File: src/rtl/rdse_pkg.sv
package rdse_pkg;
    // classification of one sample against the two thresholds
    typedef enum logic [1:0] {
        LVL_MID = 2'd0,
        LVL_POS = 2'd1,
        LVL_NEG = 2'd2
    } rdse_level_e;
endpackage

File: src/rtl/rdse_thresh.sv
module rdse_thresh #(
    parameter int SAMPLE_W = 16
) (
    input  logic signed [SAMPLE_W-1:0] sample_in,
    input  logic signed [SAMPLE_W-1:0] thr_pos,
    input  logic signed [SAMPLE_W-1:0] thr_neg,
    output logic                       above,
    output logic                       below,
    output rdse_pkg::rdse_level_e      level
);
    import rdse_pkg::*;

    always_comb begin
        above = (sample_in > thr_pos);
        below = (sample_in < thr_neg);
        // positive wins if the thresholds are programmed crossed
        if (above)      level = LVL_POS;
        else if (below) level = LVL_NEG;
        else            level = LVL_MID;
    end
endmodule

File: src/rtl/rdse_encode.sv
module rdse_encode #(
    parameter int SAMPLE_W     = 16,
    parameter int FW_IDLE_CODE = 1228
) (
    input  rdse_pkg::rdse_level_e level,
    input  logic                  fullwave_en,
    output logic [SAMPLE_W-1:0]   word
);
    import rdse_pkg::*;

    localparam logic [SAMPLE_W-1:0] CODE_MAX  = {1'b0, {(SAMPLE_W-1){1'b1}}};
    localparam logic [SAMPLE_W-1:0] CODE_MIN  = {1'b1, {(SAMPLE_W-1){1'b0}}};
    localparam logic [SAMPLE_W-1:0] CODE_IDLE = SAMPLE_W'(FW_IDLE_CODE);

    always_comb begin
        unique case (level)
            LVL_POS: word = CODE_MAX;
            LVL_NEG: word = CODE_MIN;
            default: word = fullwave_en ? CODE_IDLE : CODE_MIN;
        endcase
    end
endmodule

File: src/rtl/ring_sample_encoder.sv
module ring_sample_encoder #(
    parameter int SAMPLE_W        = 16,
    parameter int TIMEOUT_SAMPLES = 65536,
    parameter int FW_IDLE_CODE    = 1228
) (
    input  logic                       clk,
    input  logic                       rst_n,
    input  logic                       sample_vld,
    input  logic signed [SAMPLE_W-1:0] sample_in,
    input  logic signed [SAMPLE_W-1:0] thr_pos,
    input  logic signed [SAMPLE_W-1:0] thr_neg,
    input  logic                       fullwave_en,
    input  logic                       link_active,
    input  logic                       off_hook,
    input  logic                       line_mon,
    output logic                       ring_pos,
    output logic                       ring_neg,
    output logic [SAMPLE_W-1:0]        ring_word,
    output logic                       ring_sel,
    output logic                       ring_ind
);
    import rdse_pkg::*;

    localparam int CNT_W = $clog2(TIMEOUT_SAMPLES + 1);
    localparam logic [CNT_W-1:0]    CNT_LOAD  = CNT_W'(TIMEOUT_SAMPLES);
    localparam logic [CNT_W-1:0]    CNT_ONE   = CNT_W'(1);
    localparam logic [SAMPLE_W-1:0] WORD_RST  = {1'b1, {(SAMPLE_W-1){1'b0}}};

    typedef struct packed {
        logic                pos;
        logic                neg;
        logic [SAMPLE_W-1:0] word;
        logic                sel;
        logic                ind;
        logic [CNT_W-1:0]    cnt;
    } rdse_state_t;

    rdse_state_t st_d, st_q;

    logic                above, below;
    rdse_level_e         level;
    logic [SAMPLE_W-1:0] enc_word;

    rdse_thresh #(.SAMPLE_W(SAMPLE_W)) u_thresh (
        .sample_in (sample_in),
        .thr_pos   (thr_pos),
        .thr_neg   (thr_neg),
        .above     (above),
        .below     (below),
        .level     (level)
    );

    rdse_encode #(.SAMPLE_W(SAMPLE_W), .FW_IDLE_CODE(FW_IDLE_CODE)) u_encode (
        .level       (level),
        .fullwave_en (fullwave_en),
        .word        (enc_word)
    );

    always_comb begin
        st_d     = st_q;
        st_d.sel = link_active & ~off_hook & ~line_mon;
        if (sample_vld) begin
            st_d.pos  = above;
            st_d.neg  = below;
            st_d.word = enc_word;
            if (above | below) begin
                st_d.cnt = CNT_LOAD;
                st_d.ind = ~fullwave_en;
            end else if (st_q.cnt != '0) begin
                st_d.cnt = st_q.cnt - CNT_ONE;
                st_d.ind = (st_q.cnt != CNT_ONE);
            end
        end
        if (off_hook) begin
            st_d.cnt = '0;
            st_d.ind = 1'b0;
        end
    end

    always_ff @(posedge clk or negedge rst_n) begin
        if (!rst_n) begin
            st_q      <= '0;
            st_q.word <= WORD_RST;
        end else begin
            st_q <= st_d;
        end
    end

    assign ring_pos  = st_q.pos;
    assign ring_neg  = st_q.neg;
    assign ring_word = st_q.word;
    assign ring_sel  = st_q.sel;
    assign ring_ind  = st_q.ind;
endmodule

File: config.mk
export PLATFORM = sky130hd
export DESIGN_NAME = ring_sample_encoder
export DESIGN_NICKNAME = d
export VERILOG_FILES = /design/src/rtl/rdse_pkg.sv /design/src/rtl/rdse_thresh.sv /design/src/rtl/rdse_encode.sv /design/src/rtl/ring_sample_encoder.sv
export SDC_FILE = /design/constraint.sdc
export NUM_CORES = 1
export LEC_CHECK = 0
export ABC_AREA = 1
export BUFFER_PORTS_ARGS = -buffer_cell sky130_fd_sc_hd__buf_2
export CORE_MARGIN = 2
export CORE_UTILIZATION = 46
export CTS_CLUSTER_SIZE = 10
export DETAILED_ROUTE_END_ITERATION = 8
export PLACE_DENSITY = 0.85
export RECOVER_POWER = 100
export SLEW_MARGIN = 20
export SYNTH_ARGS = -nofsm -noshare
export SYNTH_HDL_FRONTEND = slang
export SYNTH_SLANG_ARGS = --single-unit
File: constraint.sdc
create_clock -name clk -period 1.8 [get_ports clk]
set_input_delay 0.09 -clock clk [delete_from_list [all_inputs] [get_ports clk]]
set_output_delay 0.09 -clock clk [all_outputs]
set_load 0.1 [all_outputs]
-- Word-level counts from Yosys, hierarchy flattened
Index checks and enable logic that the tools add are counted.
- reduce and logical (&&, ||, !) cells: 4
- mux-type cells: 8
- bitwise gates (word level): 6
- $add $sub $neg: 1
- magnitude comparators: 2
- equal/unequal tests: 3
- operator list (cell ; number):
    $mux 18 ; 4
    $pmux 16 s2 ; 1
    $ne 17x1->1 const B ; 1
    $reduce_bool 17->1 ; 1
    $sub 17x1->17 const B ; 1
    $gt 16x16->1 ; 1
    $lt 16x16->1 ; 1
    $mux 16 ; 1
    $mux 2 ; 2
    $not 1->1 ; 3
    $reduce_bool 3->1 ; 1
    $and 1x1->1 ; 2
    $eq 2x1->1 const B ; 1
    $eq 2x2->1 const B ; 1
    $reduce_and 2->1 ; 1
    $reduce_bool 2->1 ; 1
    $or 1x1->1 ; 1
- flip-flop bits (word level): 37
- output and inout bits: 20
- bits of input ports: 55
- word-level logic and storage cells: 30

-- Logic depth before layout (Yosys ltp)
- depth in word-level cells: 5
- gate-level depth with buffers: 18
- gate-level depth less buffers: 18

-- Hierarchy
Synthesis repeated with hierarchy kept, for this count alone.
- cells, all modules: 408
- area total of the unflattened synthesis: 3116.7 um2
- modules (own cells, without submodules) (module ; seq. area each (um2) ; instances ; cells an instance ; area an instance (um2)):
    ring_sample_encoder ; 927.1 ; 1 ; 239 ; 2095.8
    rdse_thresh ; 0.0 ; 1 ; 144 ; 860.8
    rdse_encode ; 0.0 ; 1 ; 25 ; 160.2

-- Worst setup path before layout
No wires, ideal clock.
- path kind: flip-flop to flip-flop
- start point: register st_q[0] in the netlist's numbering
- end point: register st_q (netlist bit ring_ind)
- stages on the path, launching flop included: 12
- setup time: 0.121 ns
- arrival time: 1.711 ns
- path buffers: 0
- clock period less this slack: 1.832 ns
- required time: 1.679 ns
- setup slack: -0.032 ns
- path through: dfrtp_1 -> inv_1 -> ha_1 -> nand2_2 -> nor3_4 -> nand2_2 -> nor2_2 -> nand2_2 -> a21oi_4 -> nand2_4 -> nand3_1 -> nand2_1
- cells in the longest elaborated chain, start to end: 5
- elaborated cells between the ends (all ways): 8
- those cells by class: 1 x eq/ne; 4 x mux; 3 x reduce/logical
- ends and longest elaborated chain (element ; RTL line ; RTL):
    from (decl) ; ring_sample_encoder.sv:38 ; rdse_state_t st_d, st_q;
    from (signal assigned) ; ring_sample_encoder.sv:85 ; st_q <= st_d;
    $ne 17x1->1 ; ring_sample_encoder.sv:71 ; st_d.ind = (st_q.cnt != CNT_ONE);
    $mux 18 ; ring_sample_encoder.sv:69 ; end else if (st_q.cnt != '0) begin
    $mux 18 ; ring_sample_encoder.sv:66 ; if (above | below) begin
    $mux 18 ; ring_sample_encoder.sv:62 ; if (sample_vld) begin
    $mux 18 ; ring_sample_encoder.sv:74 ; if (off_hook) begin
Several ways; a longest one is shown, not always the timed one. The select of a mux whose other input is x is not followed.
A chain may end at the register's enable or synchronous reset.

-- Worst setup path in the final report
- start point: register st_q[1] in the netlist's numbering
- end point: register st_q (netlist bit ring_ind)
Same word-level chain as after synthesis.

==> impl_metrics.tcl <==
set metrics [dict create \
    status "complete, no violations" \
    synthToLayoutAreaGrowth_pct 29.8 \
    wl_um 5150 \
    final_cell_area_um2 2920 \
    layout-drive-gt1-share 0.332 \
    postSynthAreaPerCell_um2 7.80 \
    clockRootBuffer "clkbuf_8" \
    grt_max_degree 25 \
    seqCellArea_um2 602 \
    wl_per_cell_um 11.5 \
    top_layer "met4" \
    hpwlAfterDp_um 4020 \
    port_buffers 74 \
    ir_drop_uv 736 \
    grt_use_total 0.179 \
    cp_cell_sequence "inv_2 -> ha_4 -> nand2_4 -> nor3_4 -> nand2_2 -> nor2_4 -> nand2_2 -> a21oi_4 -> buf_4 -> nand2_4 -> nand3_1 -> nand2_1" \
    synth_simple_gate_area_frac 0.224 \
    wl_met2_um 2690 \
    clock.fmax_ghz 0.556 \
    rsz0062_at_grt "true" \
    min_period_ns 1.80 \
    cts_made_buffers 3 \
    yosysUniqueCellTypes 31 \
    clk_pin_slew_ns 0.08 \
    cp_slowest_cell "dfrtp_1" \
    num_vias 2168 \
    path_buf_inv 2 \
    synth_cells 288 \
    core-area_um2 4720 \
    critical_path_arrival_ns 1.96 \
    grt_first_pass_wirelength_um 7940 \
    whs_ns 0.0873 \
    ys_seq_elements 24 \
    power_per_cell_area_nw_per_um2 977 \
    min_from "link_active" \
    drt_iter0_drc 110 \
    synth_mux_area_frac 0.0100 \
    ys_warn_count 0 \
    die_w_um 73.9 \
    p_leak_uw 0.00171 \
    io_pins 75 \
    finalCritPeriodShare 0.998 \
    multi_input_area_um2 1370 \
    antenna_found_initial 0 \
    syn-cell-area_um2 2250 \
    final_hold_viol_count 0 \
    r2r_setup_slack_ns 0.003 \
    endpoint_kind "register" \
    rows 25 \
    yosys.area_share.xor_xnor 0.0546 \
    fill_cells 394 \
    cp_max_fo 5 \
    first_pass_iters 4 \
    synth_compound_area_frac 0.105 \
    dp_cells 431 \
    rr_worst_depth 12 \
    crit_family "simple AND/OR/NAND/NOR gates" \
    place_area_um2 2720 \
    layout_common_cells "52 x inv_1, 52 x buf_2, 43 x nand2_1" \
    vias_per_cell 4.86 \
    relSlewSlack 0.164 \
    layout.cells.non_filler 446 \
    nNetsFinal 468 \
    initial_core_util 0.476 \
    synth_nets 376 \
    required_ns 1.96 \
    timing.rr.end "ring_ind$_DFFE_PN0P_" \
    cts_tree "done" \
    met3WireLength_um 230 \
    clkSinkCount 24 \
    die_h_um 73.9 \
    die_area_um2 5460 \
    gp_congestion 0.858 \
    synth_fa_ha_area_frac 0.184 \
    min_path_type "in -> reg" \
    htreeDepth 1 \
    clockBufferDepth 2 \
    hold_end "ring_sel$_DFF_PN0_" \
    met1_length_um 2190 \
    min_path_cells 2 \
    clock_latency_ns 0.26 \
    drv_cap 0 \
    finClkSkew_ns 0.00973 \
    ant_nets 0 \
    setup_viol 0 \
    synth_top_family_by_area "simple AND/OR/NAND/NOR gates" \
    grt_pass1_vias 1994 \
    power_uw 2850 \
    drc 0 \
    slew_viol_final 0 \
    worstSetupPathType "reg -> reg" \
    worst_pin_slew_ns 1.25 \
    worst_setup_path_start_kind "register" \
    seq_area_frac_synth 0.268 \
    slowest_delay_ns 0.40 \
    n_antenna_cell 0 \
    r2r_start "st_q[1]$_DFFE_PN0P_" \
    grt-ovfl-total 0 \
]
## Yosys cell counts, drive strengths merged
cell	number	area (µm²)
inv	54	203
nand2	48	198
ha	33	413
dfrtp	23	576
nor2	21	83.8
a21oi	19	106
nand3	18	95.1
buf	17	131
o21ai	12	63.8
xor2	11	96.3
nor3	8	61.3
o22ai	8	50.1
nand4	6	37.5
xnor2	3	26.3
a21o	1	7.51
clkbuf	1	13.8
dfstp	1	26.3
mux2i	1	22.5
nor3b	1	7.51
nor4	1	21.3
o21a	1	7.51
## cell families (layout without fill, tap and decap cells)
logic type / after synthesis / in the layout
flip-flops: 24 / 24
multiplexers: 1 / 1
AO/OA/AOI/OAI: 41 / 41
XOR/XNOR: 14 / 14
buffers and inverters: 72 / 162
adder cells (fa/ha/maj): 33 / 33
AND/OR/NAND/NOR: 103 / 104
## worst max path at each step
stage	startpoint	end	slack, ns	cells after the start
after CTS	st_q[1]$_DFFE_PN0P_	ring_ind$_DFFE_PN0P_	0.005	11
final	st_q[1]$_DFFE_PN0P_	ring_ind$_DFFE_PN0P_	0.003	12
after global placement	sample_in[11]	ring_ind$_DFFE_PN0P_	-0.06	12
after floorplan	st_q[0]$_DFFE_PN0P_	ring_ind$_DFFE_PN0P_	-0.0001	11
after global routing	st_q[0]$_DFFE_PN0P_	ring_ind$_DFFE_PN0P_	-0.13	12
after detailed placement	sample_in[11]	ring_ind$_DFFE_PN0P_	-0.15	12
## per-stage QoR
step,util,TNS [ns],worst slack (ns)
floorplan,-,-0.0000961,-0.0000961
global placement,0.576,-0.365,-0.0564
detailed placement,0.576,-1.59,-0.151
CTS,0.592,0,0.00457
global route,0.618,-1.12,-0.127
finish,0.618,0,0.00287
## power breakdown
group / switching (µW) / internal, µW / leakage, µW / total [µW]
logic: 1230 / 634 / 0.00137 / 1870
clock network: 158 / 158 / 0.0000228 / 316
registers: 65.0 / 601 / 0.000316 / 666
total: 1460 / 1390 / 0.00171 / 2850
## layer usage
| metal | up-vias | global-route usage |
|---|---|---|
| met5 | - | 0 |
| met4 | 0 | 0.0323 |
| met3 | 6 | 0.0192 |
| met2 | 76 | 0.342 |
| met1 | 982 | 0.214 |
| li1 | 1104 | - |
## flip-flops by register name, summed over array words and instances, names as in the netlist
name / flops
ring_ind: 1
ring_neg: 1
ring_pos: 1
ring_sel: 1
ring_word: 3
st_q: 17
## final cells by class
type                            count  share of cell area
Multi-Input combinational cell    193               0.470
Inverter                           54              0.0695
Timing Repair Buffer              104               0.210
Sequential cell                    24               0.206
Clock buffer                        4              0.0154
Tap cell                           67              0.0287
## timing repair
action                                 CTS  global route
endpoints found under the hold margin   24             0
setup endpoints to repair                8            17
gates resized for setup                  2            18
pin swaps                                2             2
buffers inserted                         0             8
gates cloned                             0             1
hold buffers                             2             0
No activity file was read; power rests on OpenSTA's default activity.
